<file path="config.mk">
export PLATFORM = sky130hd
export DESIGN_NAME = strip_simd_unit
export DESIGN_NICKNAME = d
export VERILOG_FILES = /design/src/rtl/strip_simd_pkg.sv /design/src/rtl/strip_lane.sv /design/src/rtl/strip_seq.sv /design/src/rtl/strip_simd_unit.sv
export SDC_FILE = /design/constraint.sdc
export NUM_CORES = 2
export LEC_CHECK = 0
export CAP_MARGIN = 40
export CORE_UTILIZATION = 40
export CTS_CLUSTER_SIZE = 28
export DETAILED_ROUTE_END_ITERATION = 8
export DONT_BUFFER_PORTS = 1
export SYNTH_ARGS = -nofsm -noshare
export SYNTH_HDL_FRONTEND = slang
export SYNTH_SLANG_ARGS = --single-unit
</file>
<file path="constraint.sdc">
create_clock -name clk -period 2.7 [get_ports clk]
set_input_delay 0.135 -clock clk [delete_from_list [all_inputs] [get_ports clk]]
set_output_delay 0.135 -clock clk [all_outputs]
set_load 0.01 [all_outputs]
</file>
<file path="src/rtl/strip_simd_pkg.sv">
package strip_simd_pkg;

    // Number of 8-lane groups selected by a width code, capped at the maximum.
    function automatic int groups_for(input logic [1:0] sel, input int max_groups);
        int g;
        g = 1 << sel;
        if (g > max_groups) g = max_groups;
        return g;
    endfunction

endpackage

</file>
<file path="src/rtl/strip_lane.sv">
// One lane unit: a four-stage pipeline.
// Stage 1 mixes the operands, stage 2 rotates, stage 3 is a plain delay,
// and the stage 4 adder drives y_o for the write-back register in the top.
module strip_lane #(
    parameter int W = 8
) (
    input  logic         clk,
    input  logic         rst_n,
    input  logic [W-1:0] a_i,
    input  logic [W-1:0] b_i,
    output logic [W-1:0] y_o
);
    localparam int SW = $clog2(W);

    typedef struct packed {
        logic [W-1:0]  mix1;
        logic [W-1:0]  a1;
        logic [SW-1:0] sh1;
        logic [W-1:0]  rot2;
        logic [W-1:0]  a2;
        logic [W-1:0]  rot3;
        logic [W-1:0]  a3;
    } lane_st_t;

    lane_st_t st_d, st_q;

    function automatic logic [W-1:0] rotl(input logic [W-1:0] x, input logic [SW-1:0] s);
        logic [2*W-1:0] t;
        t = {x, x} << s;
        return t[2*W-1:W];
    endfunction

    always_comb begin
        st_d      = st_q;
        st_d.mix1 = a_i ^ b_i;
        st_d.a1   = a_i;
        st_d.sh1  = b_i[SW-1:0];
        st_d.rot2 = rotl(st_q.mix1, st_q.sh1);
        st_d.a2   = st_q.a1;
        st_d.rot3 = st_q.rot2;
        st_d.a3   = st_q.a2;
    end

    always_ff @(posedge clk or negedge rst_n) begin
        if (!rst_n) st_q <= '0;
        else        st_q <= st_d;
    end

    assign y_o = st_q.rot3 + st_q.a3;
endmodule

</file>
<file path="src/rtl/strip_seq.sv">
// Group sequencer: accepts instructions, issues one group per clock and
// carries group tags alongside the lane pipeline so write-back and done line up.
module strip_seq #(
    parameter int MAX_GROUPS = 4,
    parameter int GW         = 2
) (
    input  logic          clk,
    input  logic          rst_n,
    input  logic          start_i,
    input  logic [1:0]    wsel_i,
    output logic          accept_o,
    output logic [GW-1:0] issue_grp_o,
    output logic          wr_en_o,
    output logic [GW-1:0] wr_grp_o,
    output logic          done_o
);
    import strip_simd_pkg::*;

    typedef struct packed {
        logic          busy;
        logic          issuing;
        logic [GW-1:0] nxt;
        logic [GW-1:0] last;
        logic          v1, v2, v3;
        logic          l1, l2, l3;
        logic [GW-1:0] g1, g2, g3;
        logic          done;
    } seq_st_t;

    seq_st_t st_d, st_q;
    logic          accept;
    logic          issue;
    logic [GW-1:0] igrp;
    logic          ilast;
    int            ngr;

    always_comb begin
        ngr    = groups_for(wsel_i, MAX_GROUPS);
        accept = start_i && !st_q.busy;
        issue  = accept || st_q.issuing;
        igrp   = accept ? '0 : st_q.nxt;
        ilast  = accept ? (ngr == 1) : (st_q.nxt == st_q.last);

        st_d      = st_q;
        st_d.done = 1'b0;
        if (accept) begin
            st_d.busy    = 1'b1;
            st_d.last    = GW'(ngr - 1);
            st_d.issuing = (ngr > 1);
            st_d.nxt     = GW'(1);
        end else if (st_q.issuing) begin
            if (st_q.nxt == st_q.last) st_d.issuing = 1'b0;
            else                        st_d.nxt     = st_q.nxt + GW'(1);
        end

        st_d.v1 = issue;        st_d.g1 = igrp;    st_d.l1 = ilast;
        st_d.v2 = st_q.v1;      st_d.g2 = st_q.g1; st_d.l2 = st_q.l1;
        st_d.v3 = st_q.v2;      st_d.g3 = st_q.g2; st_d.l3 = st_q.l2;

        if (st_q.v3 && st_q.l3) begin
            st_d.done = 1'b1;
            st_d.busy = 1'b0;
        end
    end

    always_ff @(posedge clk or negedge rst_n) begin
        if (!rst_n) st_q <= '0;
        else        st_q <= st_d;
    end

    assign accept_o    = accept;
    assign issue_grp_o = igrp;
    assign wr_en_o     = st_q.v3;
    assign wr_grp_o    = st_q.g3;
    assign done_o      = st_q.done;
endmodule

</file>
<file path="src/rtl/strip_simd_unit.sv">
module strip_simd_unit #(
    parameter int LANE_W    = 8,
    parameter int HW_LANES  = 8,
    parameter int MAX_LANES = 32
) (
    input  logic                          clk,
    input  logic                          rst_n,
    input  logic                          start,
    input  logic [1:0]                    width_sel,
    input  logic [MAX_LANES*LANE_W-1:0]   vec_a,
    input  logic [MAX_LANES*LANE_W-1:0]   vec_b,
    output logic [MAX_LANES*LANE_W-1:0]   vec_y,
    output logic                          done
);
    localparam int VW         = MAX_LANES * LANE_W;
    localparam int MAX_GROUPS = MAX_LANES / HW_LANES;
    localparam int GW         = (MAX_GROUPS > 1) ? $clog2(MAX_GROUPS) : 1;

    typedef struct packed {
        logic [VW-1:0] opa;
        logic [VW-1:0] opb;
        logic [VW-1:0] res;
    } top_st_t;

    top_st_t st_d, st_q;

    logic          accept;
    logic [GW-1:0] issue_grp;
    logic          wr_en;
    logic [GW-1:0] wr_grp;
    logic [VW-1:0] src_a, src_b;
    logic [LANE_W-1:0] lane_y [HW_LANES];

    strip_seq #(.MAX_GROUPS(MAX_GROUPS), .GW(GW)) u_seq (
        .clk         (clk),
        .rst_n       (rst_n),
        .start_i     (start),
        .wsel_i      (width_sel),
        .accept_o    (accept),
        .issue_grp_o (issue_grp),
        .wr_en_o     (wr_en),
        .wr_grp_o    (wr_grp),
        .done_o      (done)
    );

    // The first group comes straight from the ports; later groups from the latch.
    assign src_a = accept ? vec_a : st_q.opa;
    assign src_b = accept ? vec_b : st_q.opb;

    for (genvar k = 0; k < HW_LANES; k++) begin : g_lane
        logic [LANE_W-1:0] la, lb;
        assign la = src_a[(int'(issue_grp) * HW_LANES + k) * LANE_W +: LANE_W];
        assign lb = src_b[(int'(issue_grp) * HW_LANES + k) * LANE_W +: LANE_W];
        strip_lane #(.W(LANE_W)) u_lane (
            .clk   (clk),
            .rst_n (rst_n),
            .a_i   (la),
            .b_i   (lb),
            .y_o   (lane_y[k])
        );
    end

    always_comb begin
        st_d = st_q;
        if (accept) begin
            st_d.opa = vec_a;
            st_d.opb = vec_b;
            st_d.res = '0;
        end
        if (wr_en) begin
            for (int k = 0; k < HW_LANES; k++)
                st_d.res[(int'(wr_grp) * HW_LANES + k) * LANE_W +: LANE_W] = lane_y[k];
        end
    end

    always_ff @(posedge clk or negedge rst_n) begin
        if (!rst_n) st_q <= '0;
        else        st_q <= st_d;
    end

    assign vec_y = st_q.res;
endmodule

</file>
# Word level (Yosys, flattened, before mapping)
# Cells that the tools add are included.
# word_totals
register_bits	1195
out_inout_bits	257
elab_cells	188
# classes
addsub	32
order_cmp	2
eq_ne	3
shift	41
mux	22
bitwise	8
n_reduce_logical	7
# ops
operator	n
bitwise mux 256 bit	8
variable shift 8 x 33 -> 256 bit, first input constant	8
variable part select 8 x 33 -> 256 bit	8
variable part select 256 x 10 -> 8 bit	7
variable part select 256 x 32 -> 8 bit	7
two-way mux 256 bit	4
variable part select 256 x 9 -> 8 bit	2
negator 9 -> 33 bit	7
<< shifter 16 x 3 -> 16 bit	8
adder 8 bit	8
XOR 8 bit	8
adder 5 x 3 -> 6 bit, second input constant	8
negator 8 -> 33 bit	1
equality test 32 x 2 -> 1 bit, second input constant	1
> comparator 32 x 2 -> 1 bit, second input constant	1
> comparator 32 x 4 -> 1 bit, second input constant	1
two-way mux 32 bit	1
<< shifter 1 x 2 -> 32 bit, first input constant	1
adder 5 x 2 -> 6 bit, second input constant	4
adder 5 x 1 -> 6 bit, second input constant	2
two-way mux 3 bit	2
two-way mux 1 bit	5
two-way mux 2 bit	2
nonzero test 2 bit	2
8 further kinds	9

# Depth between registers and ports, before layout
# logic_depth
depth_word	12
depth_mapped	8

# Modules after synthesis
# A second synthesis with hierarchy kept.
# hier_totals
cells_unflattened	3121
area_unflattened_um2	51256.7
# modules_own_cells
module	n_inst	cells_each	area_per_inst_um2	seq_area_each_um2
strip_simd_unit	1	2115	34850.9	19218.4
strip_lane at g_lane[3].u_lane ...	5	120	1961.9	1276.2
strip_lane at g_lane[0].u_lane ...	3	119	1975.6	1276.2
strip_seq	1	49	669.4	475.5

# Least setup slack after synthesis
# No wires, ideal clock.
# synth_path
path_type	reg2reg
startpoint	reg g_lane[7].u_lane.st_q[0] (netlist bit)
endpoint	reg st_q, in the netlist vec_y[254]
setup_ns	0.121
arrival_ns	1.818
t_required_ns	2.579
path_slack_ns	0.761
path_stages_with_launch	8
path_buffers	0
cell_sequence	dfrtp_1 -> ha_1 -> fa_1 -> a211oi_1 -> o21bai_1 -> a21oi_1 -> xnor2_1 -> a22o_1
# synth_lines
item	line	source
from (decl)	strip_lane.sv:25	lane_st_t st_d, st_q;
from (signal assigned)	strip_lane.sv:46	else st_q <= st_d;
to (signal assigned)	strip_simd_unit.sv:78	else st_q <= st_d;
to (decl)	strip_simd_unit.sv:25	top_st_t st_d, st_q;

==> results.md <==
* Fin Setup TNS at 0 ns
* Drt first pass iters at 6
* Wirelength, routed at 163,000 um
* Warnings, synthesis at 0
* Final-report hold violation count at 446
* FF-to-FF Start: u_seq.st_q[15]$_DFFE_PN0P_
* Worst Clk Skew at 0.0374 ns
* WL/cell at 23.6 um
* Hold Crit Class: primary input to asynchronous set/reset pin
* Mapped Nets at 5,136
* Fmax at 420 MHz
* GRT Overall Usage at 0.252
* CP Launch Type: flop
* Fin crit share at 0.882
* Min Clock Period, post-route at 2.38 ns
* Area growth syn-to-layout at 26.1%
* Share of cells above drive strength 1 at 0.121
* Routability cong. at 0.860
* Core area at 126,000 um^2
* Synthesized area at 50,700 um^2
* Die Width at 358 um
* CP startpoint: u_seq.st_q[15]$_DFFE_PN0P_
* Die ar. at 128,000 um^2
* Final slew viol count at 0
* DRC Markers at 0
* FF-to-FF path depth at 6
* CTS buffer count at 134
* Fin cells at 6,917
* Row count at 130
* I/O pin total at 774
* Register-to-register setup slack at 0.32 ns
* Net count, final at 5,706
* Netlist cell types at 44
* 1st-iter DRT viols at 3,281
* TritonCTS clock tree: built
* Post-DR vias/cell at 5.29
* CP Data Arrival Time at 3.02 ns
* Post-synth EDFFs at 0
* Sequential share of the synthesized area at 0.590
* Outcome: finished with violations
* Max Fanout on Critical Path at 18
* Area share of the largest cell type after synthesis at 0.590
* Clk_lat worst skew at 0.80 ns
* RSZ-0062 raised after global routing: no
* Min Hold Slack at -0.949 ns
* Ranking of synthesized cells by area: dfrtp_1 59%, nand2_1 14%, mux4_2 8.5%
* Failing checks: negative hold slack
* Commonest non-fill, non-tap cell in the layout: nand2_1
* Root Driver: clkbuf_16
* Worst EP required at 3.34 ns
* Starting Density at 0.403
* Commonest non-fill, non-tap cells in the layout: 1,898 x nand2_1, 1,193 x dfrtp_1, 799 x dlygate4sd3_1, 192 x mux4_2, 172 x a22o_1
* Inst Count DP at 5,828
* Worst-margin pin slew at 1.11 ns
* Crit end category: flop
* Syn_area_per_cell at 11.1 um^2
* H-tree level count at 4
* Number of fill cells at 10,400
* Vias in the first global route at 37,700
* Clock Path Buffers at 3
* Peak supply drop at 0.728 mV
* Post-CTS Resized at 0
* Syn Inst Count at 4,550
* Pleak at 30.5 nW
* Vias at 36,600
* Total grt overflow at 0
* Cell taking the most area after synthesis: dfrtp_1
* Reg clk slew, reported paths at 0.06 ns
* Port Buffers at 0
* Final setup viols at 0
* Pwr dens at 1290 nW/um^2
* Die Y at 358 um
* Global-route wire length before repair at 239,000 um
* Post-route ant nets at 0
* Initial antenna violation count at 49
* Clk sink count at 1,195
* Post-CTS Setup Inserts at 0
* Flops & latches, synth at 1,195
* FFs w/ async S/R, synth at 1.00
* Dpl hpwl at 103,000 um
* Max_cap viols at 0
* Largest net degree at the start of global routing at 1,196
* CP Class: flop to flop
* Slew headroom at 0.258
* Predominant post-synthesis flop cell: dfrtp_1
==> logic make-up after synthesis <==
logic type / share of synthesized area
XOR/XNOR: 0.0192
AO/OA/AOI/OAI: 0.0558
adder cells (fa/ha/maj): 0.0182
flip-flops: 0.590
buffers and inverters: 0.0618
AND/OR/NAND/NOR: 0.151
multiplexers: 0.104
==> final cells by class <==
class / instances / area, um^2 / share of cell area
inverters: 24 / 90.1 / 0.00141
repair buffers: 928 / 9470 / 0.148
flip-flops and latches: 1195 / 29900 / 0.468
multi-input cells: 2837 / 17800 / 0.278
well taps: 1650 / 2060 / 0.0323
diodes: 45 / 113 / 0.00176
clock buffers: 184 / 3800 / 0.0595
clock inverters: 54 / 742 / 0.0116
==> synth_stat cells, types with 16 or more instances <==
master    number
buf_4        263
buf_1         29
buf_2         94
o21ai_0       83
inv_1         24
nor2b_1       20
mux2i_1       24
dfrtp_1     1195
nand2_1     1898
mux4_2       192
clkbuf_1      98
xor2_1        75
mux2_2        64
nor2_1        16
nand2b_1      17
ha_1          61
a211o_1       24
a21oi_1       55
a22o_1       172
xnor2_1       36
==> layer usage <==
| metal | up-vias | wire length [um] | global-route usage |
|---|---|---|---|
| li1 | 15900 | - | - |
| met1 | 18300 | 67800 | 0.329 |
| met2 | 1719 | 74800 | 0.384 |
| met3 | 587 | 11600 | 0.0667 |
| met4 | 20 | 8660 | 0.131 |
| met5 | - | 129 | 0 |
==> worst paths after layout <==
path / end
setup / recovery: g_lane[4].u_lane.st_q[47]$_DFF_PN0_
hold / removal: st_q[276]$_DFFE_PN0P_
setup reg to reg: g_lane[4].u_lane.st_q[47]$_DFF_PN0_
hold reg to reg: g_lane[6].u_lane.st_q[4]$_DFF_PN0_
max in group asynchronous: st_q[480]$_DFFE_PN0P_
min in group clk: st_q[272]$_DFFE_PN0P_
==> per-stage QoR <==
step | hold slack [ns] | utilization | instance area, um^2 | setup WS [ns] | power [mW]
final | -0.949 | 0.509 | 63900 | 0.319 | 82.8
after global routing | -1.00 | 0.508 | 63900 | 0.223 | 87.8
after CTS | -0.967 | 0.506 | 63600 | 0.252 | 82.3
after detailed placement | -0.117 | 0.406 | 51100 | 0.296 | 61.9
after global placement | -0.115 | 0.406 | 51100 | 0.310 | 61.2
after floorplan | -0.161 | - | 50700 | 0.761 | 51.7
==> flip-flops by register name (all words and copies together), names as in the netlist <==
| register | flops |
|---|---|
| u_seq.st_q | 7 |
| g_lane.u_lane.st_q | 216 |
| u_seq.done_o | 1 |
| vec_y | 256 |
| st_q | 512 |
| u_seq.st_d | 8 |
| u_seq.wr_grp_o | 2 |
| g_lane.u_lane.st_d | 192 |
| u_seq.wr_en_o | 1 |
==> what timing repair did <==
item	CTS	global route
endpoints found under the hold margin	1865	447
setup endpoints to repair	0	206
hold buffers	798	1
==> critical path: stages, from the launching register on <==
cell and delay, ns:
dfrtp_4 0.72, buf_12 0.26, buf_12 0.19, mux4_2 0.50, nand2_1 0.08, nand2_1 0.20
xor2_1 0.22
==> power breakdown <==
group | switching [mW] | leakage, nW | internal, mW
clock network | 7.73 | 2.23 | 11.1
logic | 18.0 | 13.1 | 13.9
registers | 6.02 | 15.1 | 26.0
No activity file was read; power rests on OpenSTA's default activity.
